**src/rtl/crtc_pkg.sv**
```systemverilog
package crtc_pkg;

  // Strobes from the counter control to the datapath
  typedef struct packed {
    logic lineStart;  // counter on character 0
    logic lineEnd;    // last character of a line
    logic frameEnd;   // last character of the last line
    logic loadCfg;    // shadow registers take the inputs this edge
  } crtcStrobe_t;

  localparam int H_BIAS = 5;  // characters per line = register + H_BIAS
  localparam int V_BIAS = 2;  // lines per frame     = register + V_BIAS

endpackage

```
**src/rtl/crtc_ctrl.sv**
```systemverilog
module crtc_ctrl
  import crtc_pkg::*;
#(
  parameter int H_REG_W = 9,
  parameter int V_REG_W = 12
) (
  input  logic               clk,
  input  logic               rst,
  input  logic [H_REG_W-1:0] cfgHTotal,
  input  logic [V_REG_W-1:0] cfgVTotal,
  output logic [H_REG_W:0]   hCnt,
  output logic [V_REG_W:0]   vCnt,
  output crtcStrobe_t        strobe
);
  localparam int HCW = H_REG_W + 1;
  localparam int VCW = V_REG_W + 1;

  logic [H_REG_W-1:0] hTotSh;
  logic [V_REG_W-1:0] vTotSh;
  logic [HCW-1:0]     hLast;
  logic [VCW-1:0]     vLast;
  logic               lineEnd;
  logic               frameEnd;

  assign hLast    = HCW'(hTotSh) + HCW'(H_BIAS - 1);
  assign vLast    = VCW'(vTotSh) + VCW'(V_BIAS - 1);
  assign lineEnd  = (hCnt == hLast);
  assign frameEnd = lineEnd && (vCnt == vLast);

  always_comb begin
    strobe.lineStart = (hCnt == '0);
    strobe.lineEnd   = lineEnd;
    strobe.frameEnd  = frameEnd;
    strobe.loadCfg   = rst || frameEnd;
  end

  always_ff @(posedge clk) begin
    if (rst) begin
      hCnt   <= '0;
      vCnt   <= '0;
      hTotSh <= cfgHTotal;
      vTotSh <= cfgVTotal;
    end else begin
      if (lineEnd) begin
        hCnt <= '0;
        if (frameEnd) vCnt <= '0;
        else          vCnt <= vCnt + 1'b1;
      end else begin
        hCnt <= hCnt + 1'b1;
      end
      if (frameEnd) begin
        hTotSh <= cfgHTotal;
        vTotSh <= cfgVTotal;
      end
    end
  end

  p_hcnt_range_r1: assert property (@(posedge clk) disable iff (rst)
    hCnt <= hLast);
  p_line_wrap_r1: assert property (@(posedge clk) disable iff (rst)
    lineEnd |=> (hCnt == '0));
  p_vcnt_range_r2: assert property (@(posedge clk) disable iff (rst)
    vCnt <= vLast);
  p_frame_wrap_r2: assert property (@(posedge clk) disable iff (rst)
    frameEnd |=> (vCnt == '0) && (hCnt == '0));

endmodule

```
**src/rtl/crtc_edge_flag.sv**
```systemverilog
module crtc_edge_flag #(
  parameter int CW = 10,
  parameter int SW = 9,
  parameter int EW = 5
) (
  input  logic          clk,
  input  logic          rst,
  input  logic          adv,
  input  logic [CW-1:0] cnt,
  input  logic [SW-1:0] startVal,
  input  logic [EW-1:0] endVal,
  output logic          flag
);
  // Full-width match sets, low-bit match clears; set wins a tie
  always_ff @(posedge clk) begin
    if (rst) begin
      flag <= 1'b0;
    end else if (adv) begin
      if (cnt == CW'(startVal))        flag <= 1'b1;
      else if (cnt[EW-1:0] == endVal)  flag <= 1'b0;
    end
  end
endmodule

```
**src/rtl/crtc_datapath.sv**
```systemverilog
module crtc_datapath
  import crtc_pkg::*;
#(
  parameter int H_REG_W = 9,
  parameter int V_REG_W = 12,
  parameter int ADDR_W  = 21,
  parameter int PITCH_W = 10,
  parameter int HBE_W   = 7,
  parameter int HSE_W   = 5,
  parameter int VBE_W   = 8,
  parameter int VSE_W   = 4
) (
  input  logic               clk,
  input  logic               rst,
  input  crtcStrobe_t        strobe,
  input  logic [H_REG_W:0]   hCnt,
  input  logic [V_REG_W:0]   vCnt,
  input  logic [H_REG_W-1:0] cfgHDispEnd,
  input  logic [HBE_W-1:0]   cfgHBlankEnd,
  input  logic [H_REG_W-1:0] cfgHSyncStart,
  input  logic [HSE_W-1:0]   cfgHSyncEnd,
  input  logic [V_REG_W-1:0] cfgVDispEnd,
  input  logic [VBE_W-1:0]   cfgVBlankEnd,
  input  logic [V_REG_W-1:0] cfgVSyncStart,
  input  logic [VSE_W-1:0]   cfgVSyncEnd,
  input  logic [V_REG_W-1:0] cfgLineCmp,
  input  logic [ADDR_W-1:0]  cfgStartAddr,
  input  logic [PITCH_W-1:0] cfgPitch,
  input  logic               cfgHSyncNeg,
  input  logic               cfgVSyncNeg,
  input  logic               cfgHSyncOff,
  input  logic               cfgVSyncOff,
  input  logic               cfgScreenOff,
  output logic               hSyncO,
  output logic               vSyncO,
  output logic               hBlankO,
  output logic               vBlankO,
  output logic               dispEnO,
  output logic               lineIrqO,
  output logic               retraceO,
  output logic [ADDR_W-1:0]  rowAddrO
);
  localparam int HCW = H_REG_W + 1;
  localparam int VCW = V_REG_W + 1;

  // Shadowed timing registers
  logic [H_REG_W-1:0] hDispSh, hSyncStartSh;
  logic [HBE_W-1:0]   hBlankEndSh;
  logic [HSE_W-1:0]   hSyncEndSh;
  logic [V_REG_W-1:0] vDispSh, vSyncStartSh, lineCmpSh;
  logic [VBE_W-1:0]   vBlankEndSh;
  logic [VSE_W-1:0]   vSyncEndSh;
  logic [PITCH_W-1:0] pitchSh;
  logic               hSyncNegSh, vSyncNegSh, hSyncOffSh, vSyncOffSh, screenOffSh;

  always_ff @(posedge clk) begin
    if (strobe.loadCfg) begin
      hDispSh      <= cfgHDispEnd;
      hBlankEndSh  <= cfgHBlankEnd;
      hSyncStartSh <= cfgHSyncStart;
      hSyncEndSh   <= cfgHSyncEnd;
      vDispSh      <= cfgVDispEnd;
      vBlankEndSh  <= cfgVBlankEnd;
      vSyncStartSh <= cfgVSyncStart;
      vSyncEndSh   <= cfgVSyncEnd;
      lineCmpSh    <= cfgLineCmp;
      pitchSh      <= cfgPitch;
      hSyncNegSh   <= cfgHSyncNeg;
      vSyncNegSh   <= cfgVSyncNeg;
      hSyncOffSh   <= cfgHSyncOff;
      vSyncOffSh   <= cfgVSyncOff;
      screenOffSh  <= cfgScreenOff;
    end
  end

  // Set/reset timing flags
  logic hBlankF, hSyncF, vBlankF, vSyncF;

  crtc_edge_flag #(.CW(HCW), .SW(H_REG_W), .EW(HBE_W)) u_hBlankFlag (
    .clk(clk), .rst(rst), .adv(1'b1), .cnt(hCnt),
    .startVal(hDispSh), .endVal(hBlankEndSh), .flag(hBlankF));

  crtc_edge_flag #(.CW(HCW), .SW(H_REG_W), .EW(HSE_W)) u_hSyncFlag (
    .clk(clk), .rst(rst), .adv(1'b1), .cnt(hCnt),
    .startVal(hSyncStartSh), .endVal(hSyncEndSh), .flag(hSyncF));

  crtc_edge_flag #(.CW(VCW), .SW(V_REG_W), .EW(VBE_W)) u_vBlankFlag (
    .clk(clk), .rst(rst), .adv(strobe.lineEnd), .cnt(vCnt),
    .startVal(vDispSh), .endVal(vBlankEndSh), .flag(vBlankF));

  crtc_edge_flag #(.CW(VCW), .SW(V_REG_W), .EW(VSE_W)) u_vSyncFlag (
    .clk(clk), .rst(rst), .adv(strobe.lineEnd), .cnt(vCnt),
    .startVal(vSyncStartSh), .endVal(vSyncEndSh), .flag(vSyncF));

  // Line start address stepping
  logic [ADDR_W-1:0] lineAddr;
  logic [ADDR_W-1:0] pitchStep;
  assign pitchStep = ADDR_W'({pitchSh, 1'b0});

  always_ff @(posedge clk) begin
    if (rst)                  lineAddr <= cfgStartAddr;
    else if (strobe.frameEnd) lineAddr <= cfgStartAddr;
    else if (strobe.lineEnd)  lineAddr <= lineAddr + pitchStep;
  end

  // Registered outputs
  logic hActive, vActive;
  assign hActive = (hCnt <= HCW'(hDispSh));
  assign vActive = (vCnt <= VCW'(vDispSh));

  always_ff @(posedge clk) begin
    if (rst) begin
      dispEnO  <= 1'b0;
      hBlankO  <= 1'b0;
      vBlankO  <= 1'b0;
      hSyncO   <= cfgHSyncNeg;
      vSyncO   <= cfgVSyncNeg;
      retraceO <= 1'b0;
      lineIrqO <= 1'b0;
      rowAddrO <= '0;
    end else begin
      dispEnO  <= hActive && vActive && !screenOffSh;
      hBlankO  <= hBlankF || screenOffSh;
      vBlankO  <= vBlankF || screenOffSh;
      hSyncO   <= (hSyncF && !hSyncOffSh) ^ hSyncNegSh;
      vSyncO   <= (vSyncF && !vSyncOffSh) ^ vSyncNegSh;
      retraceO <= vSyncF;
      lineIrqO <= strobe.lineStart && (vCnt == VCW'(lineCmpSh));
      rowAddrO <= lineAddr;
    end
  end

  p_irq_pulse_r2: assert property (@(posedge clk) disable iff (rst)
    lineIrqO |=> !lineIrqO);
  p_sync_held_r7: assert property (@(posedge clk) disable iff (rst)
    hSyncOffSh |=> (hSyncO == $past(hSyncNegSh)));
  p_blank_forced_r8: assert property (@(posedge clk) disable iff (rst)
    screenOffSh |=> hBlankO && vBlankO && !dispEnO);
  p_row_step_r9: assert property (@(posedge clk) disable iff (rst)
    (strobe.lineEnd && !strobe.frameEnd) |=>
      (lineAddr == $past(lineAddr) + ADDR_W'({$past(pitchSh), 1'b0})));
  p_row_reload_r10: assert property (@(posedge clk) disable iff (rst)
    strobe.frameEnd |=> (lineAddr == $past(cfgStartAddr)));

endmodule

```
**src/rtl/crtc_timing_gen.sv**
```systemverilog
module crtc_timing_gen
  import crtc_pkg::*;
#(
  parameter int H_REG_W = 9,
  parameter int V_REG_W = 12,
  parameter int ADDR_W  = 21,
  parameter int PITCH_W = 10,
  parameter int HBE_W   = 7,
  parameter int HSE_W   = 5,
  parameter int VBE_W   = 8,
  parameter int VSE_W   = 4
) (
  input  logic               clk,
  input  logic               rst,
  input  logic [H_REG_W-1:0] cfgHTotal,
  input  logic [H_REG_W-1:0] cfgHDispEnd,
  input  logic [HBE_W-1:0]   cfgHBlankEnd,
  input  logic [H_REG_W-1:0] cfgHSyncStart,
  input  logic [HSE_W-1:0]   cfgHSyncEnd,
  input  logic [V_REG_W-1:0] cfgVTotal,
  input  logic [V_REG_W-1:0] cfgVDispEnd,
  input  logic [VBE_W-1:0]   cfgVBlankEnd,
  input  logic [V_REG_W-1:0] cfgVSyncStart,
  input  logic [VSE_W-1:0]   cfgVSyncEnd,
  input  logic [V_REG_W-1:0] cfgLineCmp,
  input  logic [ADDR_W-1:0]  cfgStartAddr,
  input  logic [PITCH_W-1:0] cfgPitch,
  input  logic               cfgHSyncNeg,
  input  logic               cfgVSyncNeg,
  input  logic               cfgHSyncOff,
  input  logic               cfgVSyncOff,
  input  logic               cfgScreenOff,
  output logic               hSyncO,
  output logic               vSyncO,
  output logic               hBlankO,
  output logic               vBlankO,
  output logic               dispEnO,
  output logic               lineIrqO,
  output logic               retraceO,
  output logic [ADDR_W-1:0]  rowAddrO
);
  logic [H_REG_W:0] hCnt;
  logic [V_REG_W:0] vCnt;
  crtcStrobe_t      strobe;

  crtc_ctrl #(.H_REG_W(H_REG_W), .V_REG_W(V_REG_W)) u_ctrl (
    .clk(clk), .rst(rst), .cfgHTotal(cfgHTotal), .cfgVTotal(cfgVTotal),
    .hCnt(hCnt), .vCnt(vCnt), .strobe(strobe));

  crtc_datapath #(
    .H_REG_W(H_REG_W), .V_REG_W(V_REG_W), .ADDR_W(ADDR_W), .PITCH_W(PITCH_W),
    .HBE_W(HBE_W), .HSE_W(HSE_W), .VBE_W(VBE_W), .VSE_W(VSE_W)
  ) u_datapath (
    .clk(clk), .rst(rst), .strobe(strobe), .hCnt(hCnt), .vCnt(vCnt),
    .cfgHDispEnd(cfgHDispEnd), .cfgHBlankEnd(cfgHBlankEnd),
    .cfgHSyncStart(cfgHSyncStart), .cfgHSyncEnd(cfgHSyncEnd),
    .cfgVDispEnd(cfgVDispEnd), .cfgVBlankEnd(cfgVBlankEnd),
    .cfgVSyncStart(cfgVSyncStart), .cfgVSyncEnd(cfgVSyncEnd),
    .cfgLineCmp(cfgLineCmp), .cfgStartAddr(cfgStartAddr), .cfgPitch(cfgPitch),
    .cfgHSyncNeg(cfgHSyncNeg), .cfgVSyncNeg(cfgVSyncNeg),
    .cfgHSyncOff(cfgHSyncOff), .cfgVSyncOff(cfgVSyncOff),
    .cfgScreenOff(cfgScreenOff),
    .hSyncO(hSyncO), .vSyncO(vSyncO), .hBlankO(hBlankO), .vBlankO(vBlankO),
    .dispEnO(dispEnO), .lineIrqO(lineIrqO), .retraceO(retraceO),
    .rowAddrO(rowAddrO));

endmodule

```
**config.mk**
```make
export PLATFORM = sky130hd
export DESIGN_NAME = crtc_timing_gen
export DESIGN_NICKNAME = d
export VERILOG_FILES = /design/src/rtl/crtc_pkg.sv /design/src/rtl/crtc_ctrl.sv /design/src/rtl/crtc_edge_flag.sv /design/src/rtl/crtc_datapath.sv /design/src/rtl/crtc_timing_gen.sv
export SDC_FILE = /design/constraint.sdc
export NUM_CORES = 1
export LEC_CHECK = 0
export ABC_CLOCK_PERIOD_IN_PS = 12260
export BUFFER_PORTS_ARGS = -buffer_cell sky130_fd_sc_hd__buf_2
export CAP_MARGIN = 20
export CORE_MARGIN = 2
export CORE_UTILIZATION = 60
export CTS_CLUSTER_DIAMETER = 120
export DETAILED_ROUTE_END_ITERATION = 12
export PLACE_DENSITY = 0.95
export SYNTH_ARGS = -nofsm -noshare
export SYNTH_HDL_FRONTEND = slang
export SYNTH_SLANG_ARGS = --single-unit
export TNS_END_PERCENT = 1
```
**constraint.sdc**
```tcl
create_clock -name clk -period 12.26 [get_ports clk]
set_input_delay 3.678 -clock clk [delete_from_list [all_inputs] [get_ports clk]]
set_output_delay 3.678 -clock clk [all_outputs]
set_load 0.005 [all_outputs]
```
After elaboration in Yosys (flattened, before gate mapping)
Index checks and enable logic that the tools add are counted.
{"block": "op_classes", "n_lt_le_gt_ge": 2, "n_eq_ne": 11, "n_reduce_logical": 22, "n_div": 0, "bitwise": 2, "multipliers": 0, "addsub": 5, "n_mux": 18, "n_shift": 0}
{"op": "two-way mux 21 bit", "n": 3}
{"op": "== test 13 x 12 -> 1 bit", "n": 3}
{"op": "two-way mux 12 bit", "n": 2}
{"op": "adder 21 x 11 -> 21 bit", "n": 1}
{"op": "== test 10 x 9 -> 1 bit", "n": 2}
{"op": "two-way mux 9 bit", "n": 2}
{"op": "adder 12 x 1 -> 13 bit (second input constant)", "n": 1}
{"op": "adder 13 x 1 -> 13 bit (second input constant)", "n": 1}
{"op": "== test 13 bit", "n": 1}
{"op": "<= comparator 13 x 12 -> 1 bit", "n": 1}
{"op": "two-way mux 13 bit", "n": 1}
{"op": "adder 10 x 1 -> 10 bit (second input constant)", "n": 1}
{"op": "adder 9 x 3 -> 10 bit (second input constant)", "n": 1}
{"op": "== test 10 bit", "n": 1}
{"op": "<= comparator 10 x 9 -> 1 bit", "n": 1}
{"op": "logical NOT 10 bit", "n": 1}
{"op": "two-way mux 1 bit", "n": 10}
{"op": "nonzero test 2 bit", "n": 5}
{"op": "== test 8 bit", "n": 1}
{"op": "== test 7 bit", "n": 1}
{"op": "logical AND 1 bit", "n": 6}
{"op": "== test 5 bit", "n": 1}
{"op": "== test 4 bit", "n": 1}
{"op": "AND reduction 2 bit", "n": 2}
{"op": "5 further kinds", "n": 10}
{"block": "totals", "elab_cells": 92, "latchBits": 0, "rom_bits": 0, "mem_count": 0, "ram_bits": 0, "regBits": 190, "input_bits": 137}

Logic depth before layout (Yosys ltp)
Gate-level depths: netlist of run 1.
{"block": "depth", "ltp_word": 5, "mapped_depth": 11, "mapped_depth_nobuf": 11}

Hierarchy
A second synthesis of run 1 with hierarchy kept.
{"block": "unflattened", "hier_cells": 764, "hier_area_um2": 9238.9}
{"mod": "crtc_datapath", "n_inst": 1, "area_per_inst_um2": 5841.9, "seq_area_each_um2": 3983.8, "cells_per_inst": 417}
{"mod": "crtc_ctrl", "n_inst": 1, "area_per_inst_um2": 2487.4, "seq_area_each_um2": 1091.0, "cells_per_inst": 240}
{"mod": "crtc_edge_flag at u_datapath.u_vBlankFlag", "n_inst": 1, "area_per_inst_um2": 269.0, "seq_area_each_um2": 20.0, "cells_per_inst": 32}
{"mod": "crtc_edge_flag at u_datapath.u_vSyncFlag", "n_inst": 1, "area_per_inst_um2": 222.7, "seq_area_each_um2": 20.0, "cells_per_inst": 26}
{"mod": "crtc_edge_flag at u_datapath.u_hBlankFlag", "n_inst": 1, "area_per_inst_um2": 217.7, "seq_area_each_um2": 20.0, "cells_per_inst": 26}
{"mod": "crtc_edge_flag at u_datapath.u_hSyncFlag", "n_inst": 1, "area_per_inst_um2": 200.2, "seq_area_each_um2": 20.0, "cells_per_inst": 23}

Worst setup path after synthesis of run 1
OpenSTA, ideal clock, no wires.
{"block": "synth_path", "path_kind": "in2reg", "from": "in rst", "to": "reg u_ctrl.hTotSh[0], enable pin", "arrival_ps": 5655, "setup_slack_ps": 6180, "n_path_buf": 2, "required_time_ps": 11835, "cell_stages": 4, "cell_sequence": "clkbuf_1 a31oi_2 inv_1 buf_2"}
{"block": "synth_via", "elab_chain_cells": 1}
{"element": "from (decl)", "line": "crtc_timing_gen.sv:14", "rtl": "input logic rst,"}
{"element": "nonzero test 2 bit (no source line)"}
{"element": "to (signal assigned)", "line": "crtc_ctrl.sv:41", "rtl": "hTotSh <= cfgHTotal;"}
{"element": "to (signal assigned)", "line": "crtc_ctrl.sv:52", "rtl": "hTotSh <= cfgHTotal;"}
{"element": "to (decl)", "line": "crtc_ctrl.sv:18", "rtl": "logic [H_REG_W-1:0] hTotSh;"}
Every way passes these cells.
A chain may end at the register's enable or synchronous reset.

Final worst setup path of run 1
{"block": "layout_path", "from": "in rst", "to": "reg u_datapath.vDispSh[10], enable pin"}
{"block": "layout_via", "elab_chain_cells": 1}
{"element": "logical OR 1 bit", "line": "crtc_ctrl.sv:34", "rtl": "strobe.loadCfg = rst || frameEnd;"}
{"element": "to (signal assigned)", "line": "crtc_datapath.sv:62", "rtl": "vDispSh <= cfgVDispEnd;"}
{"element": "to (decl)", "line": "crtc_datapath.sv:50", "rtl": "logic [V_REG_W-1:0] vDispSh, vSyncStartSh, lineCmpSh;"}
Every way passes these cells.

==> impl_metrics.csv, run 1 <==
group,metric,value,unit
run_status,status,"completed",
grt,grt_start_max_net_pins,78,
sta,slew_headroom,39.6,%
sta,min_period,5.78,ns
power_and_ir_drop,peakVddDrop,114,uV
worst_setup_path,r2r_cells,10,
grt,antenna_found_initial,0,
routing,drt_pass1_iterations,6,
clock_tree,cts_root_buffer,"clkbuf_16",
cells_and_area,fin_util,71.3,%
worst_setup_path,crit_fanout,77,
worst_setup_path,critPathArrivalTime,5.83,ns
cells_and_area,antennaDiodeCount,0,
routing,dr_total_vias,6068,
cells_and_area,fin_area,10300,um2
yosys,synth_ff_type,"edfxtp_1",
clock_tree,path_clk_slew,0.07,ns
placed_design,place_congestion,0.858,
clock_tree,numCtsBuffers,17,
floorplanning,initial_utilization,61.0,%
worst_setup_path,cp_cell_sequence,"buf_2, buf_4, a31oi_4, buf_4, inv_4, buf_4",
sta,setup_viol,0,
power_and_ir_drop,power,1.48,mW
sta,worst_pin_slew,0.906,ns
sta,fin_hold_ws,0.485,ns
clock_tree,cts_buffer_depth,2,
sta,max_freq,173,MHz
routing,drt-vias-per-instance,5.63,
routing,drt-initial-drc-count,585,
clock_tree,clk_latency,0.43,ns
worst_setup_path,critical_path_class,"in -> reg",
worst_setup_path,cp_common_cell,"buf_4",
floorplanning,die_width,125,um
grt,grt_util_all_layers,23.6,%
hold_path,hp-class,"reg -> reg",
power_and_ir_drop,p_leak,4.16,nW
placed_design,portBuffers,164,
clock_tree,postCtsResizedCells,0,
hold_path,min-delay-start,"u_datapath.u_vSyncFlag.flag",
clock_tree,cts_max_level,4,
yosys,synthCells,730,
grt,grt_pass1_vias,5928,
yosys,synth_edf_count,135,
floorplanning,dieArea,15600,um2
placed_design,dp_hpwl,12900,um
worst_setup_path,cp-end-kind,"flop",
worst_setup_path,rrSetupSlack,8.04,ns
worst_setup_path,crit_path_start_kind,"primary input",
sta,grt_setup_unrepaired,"false",
worst_setup_path,required,12.32,ns
sta,skew,0.00842,ns
hold_path,worstHoldPathCells,1,
clock_tree,cts_setup_buffers,0,
floorplanning,die_h,125,um
sta,drv_slew,0,
cells_and_area,fillers,960,
yosys,synth_seq_area_share,58.6,%
floorplanning,pin_count,165,
sta,finalSetupTns,0,ns
cells_and_area,multi_input_area,3320,um2
grt,grt-ovfl-total,0,
yosys,netlist-cell-type-count,58,
clock_tree,postCtsHoldBufs,0,
sta,fin_crit_sh,47.1,%
sta,hold_viol_final,0,
worst_setup_path,cp_slowest_cell,"buf_4",
yosys,syn_nets,904,
cells_and_area,seq_area,5150,um2
grt,grt_pass1_wl,28700,um
routing,post_drt_wl_per_cell,16.9,um
worst_setup_path,cpPeakStageDelay,0.81,ns
yosys,synth-seq-cells,190,
placed_design,placed_area,9710,um2
hold_path,whs_endpoint,"u_datapath.retraceO",
routing,ant_nets,0,
yosys,syn_area_per_cell,12.0,um2
routing,totalWireLength,18200,um
floorplanning,row_count,44,
flow_run,drv_cap,0,
yosys,yosys_warnings,0,
yosys,async_reset_ff_share,0,%
cells_and_area,drive_gt1_share,24.2,%
clock_tree,cts.sinks,190,
clock_tree,cts_tree,"done",
yosys,netlist_area,8790,um2
worst_setup_path,r2r-start,"u_ctrl.vTotSh[0]",
worst_setup_path,r2r_end,"u_datapath.vDispSh[10]",
power_and_ir_drop,powerDensity,144,nW/um2
routing,drc,0,
floorplanning,fp.coreArea,14400,um2
cells_and_area,syn_to_final_growth,17.0,%
cells_and_area,nets,1054,
-- layer usage --
| metal | vias to the layer above | part of all wire [%] | GRT usage, % |
|---|---|---|---|
| li1 | 2880 | - | - |
| met1 | 2861 | 42 | 31.1 |
| met2 | 294 | 48 | 38.7 |
| met3 | 33 | 7.8 | 5.22 |
| met4 | 0 | 2.0 | 8.76 |
| met5 | - | 0 | 0 |
-- area by class of cell --
type | count | area share [%]
timing repair buffer | 168 | 8.27
tap | 184 | 2.24
inverter | 39 | 1.45
multi-input combinational | 464 | 32.3
clock inverter | 15 | 1.52
sequential | 190 | 50.1
clock buffer | 17 | 4.14
-- critical path, delay by kind of cell --
kind	cells	cell delay [ns]
compound gates	1	0.04
buf+inv	5	2.02
-- through the flow --
stage / std cells / setup slack (ns)
4_1_cts: 1077 / 6.48
6_report: 1077 / 6.48
3_5_place_dp: 1045 / 6.03
3_3_place_gp: 1045 / 6.08
5_1_grt: 1077 / 6.31
2_1_floorplan: 730 / 6.18
-- cells by family (layout without fill, tap and decap cells) --
| logic type | after synthesis | count (layout) | synth area share, % |
|---|---|---|---|
| flops | 190 | 190 | 58.6 |
| xor+xnor | 115 | 115 | 11.5 |
| simple gates | 218 | 218 | 13.0 |
| fa+ha+maj | 37 | 37 | 5.35 |
| compound gates | 83 | 83 | 6.16 |
| mux | 11 | 11 | 1.72 |
| buf+inv | 76 | 239 | 3.70 |
-- flip-flops by register name, summed over array words and instances (netlist names), 4 cells and up --
signal,cells
u_ctrl.hCnt,10
u_ctrl.hTotSh,9
u_ctrl.vCnt,13
u_ctrl.vTotSh,12
u_datapath.hBlankEndSh,7
u_datapath.hDispSh,9
u_datapath.hSyncEndSh,5
u_datapath.hSyncStartSh,9
u_datapath.lineAddr,21
u_datapath.lineCmpSh,12
u_datapath.pitchSh,10
u_datapath.rowAddrO,21
u_datapath.vBlankEndSh,8
u_datapath.vDispSh,12
u_datapath.vSyncEndSh,4
u_datapath.vSyncStartSh,12
-- synthesized netlist by cell type (4+ instances only) --
master    instances  area share [%]
nand2b_1          6            0.43
nand3_1          23             1.3
nand2_1          23            0.98
inv_1            39             1.7
nor4_1           10            0.71
nor2b_1          34             2.4
dfxtp_1          55              13
mux2_4            8             1.4
a21oi_1          23             1.3
buf_2            14            0.80
nand4_1          21             1.5
xor2_1           55             5.5
and3_1            4            0.28
nor2_1           62             2.6
o21ai_0          18             1.0
edfxtp_1        135              46
o21a_1            4            0.34
and2_1            4            0.28
a31oi_1           5            0.36
nor3_1           16            0.91
xnor2_1          60             6.0
clkbuf_1         18            0.77
a211oi_1          7            0.60
ha_1             36             5.1
-- layout by cell type, fill, tap and decap left out, types with 6 or more instances in the layout --
master	instances
a211oi_1	7
a21oi_1	23
buf_2	164
clkbuf_16	17
dfxtp_1	55
edfxtp_1	135
ha_1	36
inv_1	38
mux2_4	8
nand2_1	23
nand2b_1	6
nand3_1	23
nand4_1	21
nor2_1	62
nor2b_1	34
nor3_1	16
nor4_1	10
o21ai_0	18
xnor2_1	60
xor2_1	55
-- where the power goes --
part	switching, mW	internal [mW]
clock	0.250	0.286
combinational	0.0864	0.0870
sequential	0.0293	0.742
-- how the worst max path moves through the flow --
stage | cells after the start | slack (ns) | end | from
after floorplan | 4 | 6.18 | u_ctrl.hTotSh[0] | rst
after global placement | 6 | 6.08 | u_datapath.vDispSh[10] | rst
after detailed placement | 6 | 6.03 | u_datapath.vDispSh[5] | rst
after CTS | 6 | 6.48 | u_datapath.vDispSh[10] | rst
after global routing | 6 | 6.31 | u_datapath.vDispSh[10] | rst
final | 6 | 6.48 | u_datapath.vDispSh[10] | rst
Power figures use the tool's default switching activity.
==> run 2: changes to the inputs <==
- ABC_CLOCK_PERIOD_IN_PS: 12260 -> 5700
- CORE_UTILIZATION: 60 -> 56
- PLACE_DENSITY: 0.95 -> 0.9
- clock period: 12.26 -> 5.7 ns (I/O delays scaled with it)
==> run 2 against run 1 <==
Worst hold slack worse by 0.013 ns. Sequential share of layout area grew 0.080 points. Register-to-register slack worse by 6.2 ns. Via count decreased by 1.7%. Die area is 6.9% higher. Critical endpoint is now u_ctrl.vTotSh[5].
==> impl_metrics.csv, run 2 (same netlist as run 1, synthesis figures left out) <==
group,metric,value,unit
grt,grt_pass1_wl,28900,um
clock_tree,postCtsHoldBufs,0,
worst_setup_path,r2r-start,"u_ctrl.hTotSh[2]",
cells_and_area,antennaDiodeCount,0,
power_and_ir_drop,peakVddDrop,225,uV
worst_setup_path,crit_path_start_kind,"flop",
clock_tree,cts_max_level,4,
floorplanning,die_width,129,um
worst_setup_path,path_delay_family,"buffers and inverters",
cells_and_area,layout_common_cells,"buf_2, edfxtp_1, nor2_1",
power_and_ir_drop,power,3.11,mW
worst_setup_path,crit_fanout,88,
cells_and_area,seq_area,5150,um2
floorplanning,row_count,45,
hold_path,min-delay-start,"u_datapath.lineAddr[0]",
cells_and_area,multi_input_area,3320,um2
worst_setup_path,path_buf_inv,3,
grt,grt-ovfl-total,0,
sta,grt_setup_unrepaired,"false",
worst_setup_path,crit_path_start,"u_ctrl.hTotSh[2]",
sta,slew_headroom,30.9,%
clock_tree,cts.sinks,190,
placed_design,place_congestion,0.880,
grt,grt_start_max_net_pins,89,
routing,drc,0,
routing,totalWireLength,18400,um
sta,drv_slew,0,
clock_tree,cts_buffer_depth,2,
worst_setup_path,cpPeakStageDelay,0.77,ns
clock_tree,cts_root_buffer,"clkbuf_16",
clock_tree,cts_setup_buffers,0,
sta,skew,0.00768,ns
floorplanning,dieArea,16700,um2
routing,top_layer,"met4",
power_and_ir_drop,p_leak,4.15,nW
floorplanning,initial_utilization,57.6,%
routing,post_drt_wl_per_cell,16.6,um
routing,wl_met2,9050,um
clock_tree,cts_tree,"done",
sta,min_period,3.85,ns
grt,grt_pass1_vias,5900,
routing,drt-vias-per-instance,5.40,
worst_setup_path,required,5.81,ns
placed_design,portBuffers,164,
hold_path,hp-class,"reg -> reg",
sta,setup_viol,0,
sta,fin_crit_sh,67.6,%
cells_and_area,final_common_cell,"buf_2",
routing,ant_nets,0,
cells_and_area,fillers,1090,
grt,grt_util_all_layers,22.9,%
cells_and_area,top_regs,"u_datapath.lineAddr x21, u_datapath.rowAddrO x21, u_ctrl.vCnt x13",
sta,worst_pin_slew,1.04,ns
run_status,status,"completed",
routing,dr_total_vias,5965,
routing,wl_met3,1030,um
routing,drt-initial-drc-count,440,
floorplanning,pin_count,165,
grt,antenna_found_initial,0,
clock_tree,clk_latency,0.43,ns
floorplanning,die_h,129,um
worst_setup_path,cp_common_cell,"buf_4",
clock_tree,postCtsResizedCells,0,
sta,hold_viol_final,0,
worst_setup_path,critical_path_class,"reg -> reg",
routing,drt_pass1_iterations,5,
sta,max_freq,260,MHz
worst_setup_path,cp_slowest_cell,"inv_4",
cells_and_area,nets,1055,
clock_tree,path_clk_slew,0.07,ns
floorplanning,fp.coreArea,15300,um2
sta,finalSetupTns,0,ns
flow_run,drv_cap,0,
clock_tree,numCtsBuffers,17,
routing,met1_length,7930,um
worst_setup_path,cp-end-kind,"flop",
placed_design,dp_hpwl,13300,um
worst_setup_path,critPathArrivalTime,3.96,ns
power_and_ir_drop,powerDensity,303,nW/um2
cells_and_area,drive_gt1_share,23.8,%
worst_setup_path,cp_cell_sequence,"ha_1, xnor2_1, nand4_1, nor3_1, nand4bb_1, nor4_2, a31oi_4, buf_4, inv_4, buf_4",
cells_and_area,syn_to_final_growth,16.8,%
-- run 2: cell count changes in the layout (fill, tap and decap cells not counted), sizes merged --
cell,previous run,this run
buf,168,169
bufinv,1,0
clkbuf,17,21
clkinv,5,3
clkinvlp,4,1
inv,44,46
-- run 2: per-layer routing --
| layer | vias to the layer above | global-route usage [%] |
|---|---|---|
| li1 | 2883 | - |
| met1 | 2813 | 29.2 |
| met2 | 242 | 38.7 |
| met3 | 27 | 4.62 |
| met4 | 0 | 9.21 |
| met5 | - | 0 |
-- run 2: layout make-up --
cell class / instances / share of cell area, %
flip-flops and latches: 190 / 50.2
multi-input cells: 464 / 32.3
repair buffers: 169 / 8.36
clock buffers: 21 / 4.29
well taps: 211 / 2.57
inverters: 39 / 1.45
clock inverters: 11 / 0.816
-- run 2: path summary, 6_finish.rpt --
check,endpoint,slack (ns),cells after the start
min reg2reg,u_datapath.rowAddrO[0],0.47,1
max reg2reg,u_ctrl.vTotSh[5],1.85,10
min,u_datapath.rowAddrO[0],0.47,1
max,u_ctrl.vTotSh[5],1.85,10
-- run 2: power breakdown --
group          switching, mW  internal, mW  total, mW  leakage, nW
registers             0.0637          1.60       1.66         1.77
logic                  0.187         0.188      0.376         2.12
clock network          0.512         0.566       1.08        0.259
total                  0.763          2.35       3.11         4.15
-- run 2: through the flow --
stage | area [um2] | utilization [%] | std cells | setup WS [ns] | hold slack (ns)
2_1_floorplan | 8790 | - | 730 | 1.59 | 0.429
3_3_place_gp | 9750 | 63.9 | 1073 | 1.91 | 0.447
3_5_place_dp | 9750 | 63.9 | 1073 | 1.80 | 0.466
4_1_cts | 10300 | 67.3 | 1105 | 1.81 | 0.481
5_1_grt | 10300 | 67.3 | 1105 | 1.61 | 0.517
6_report | 10300 | 67.3 | 1105 | 1.85 | 0.473
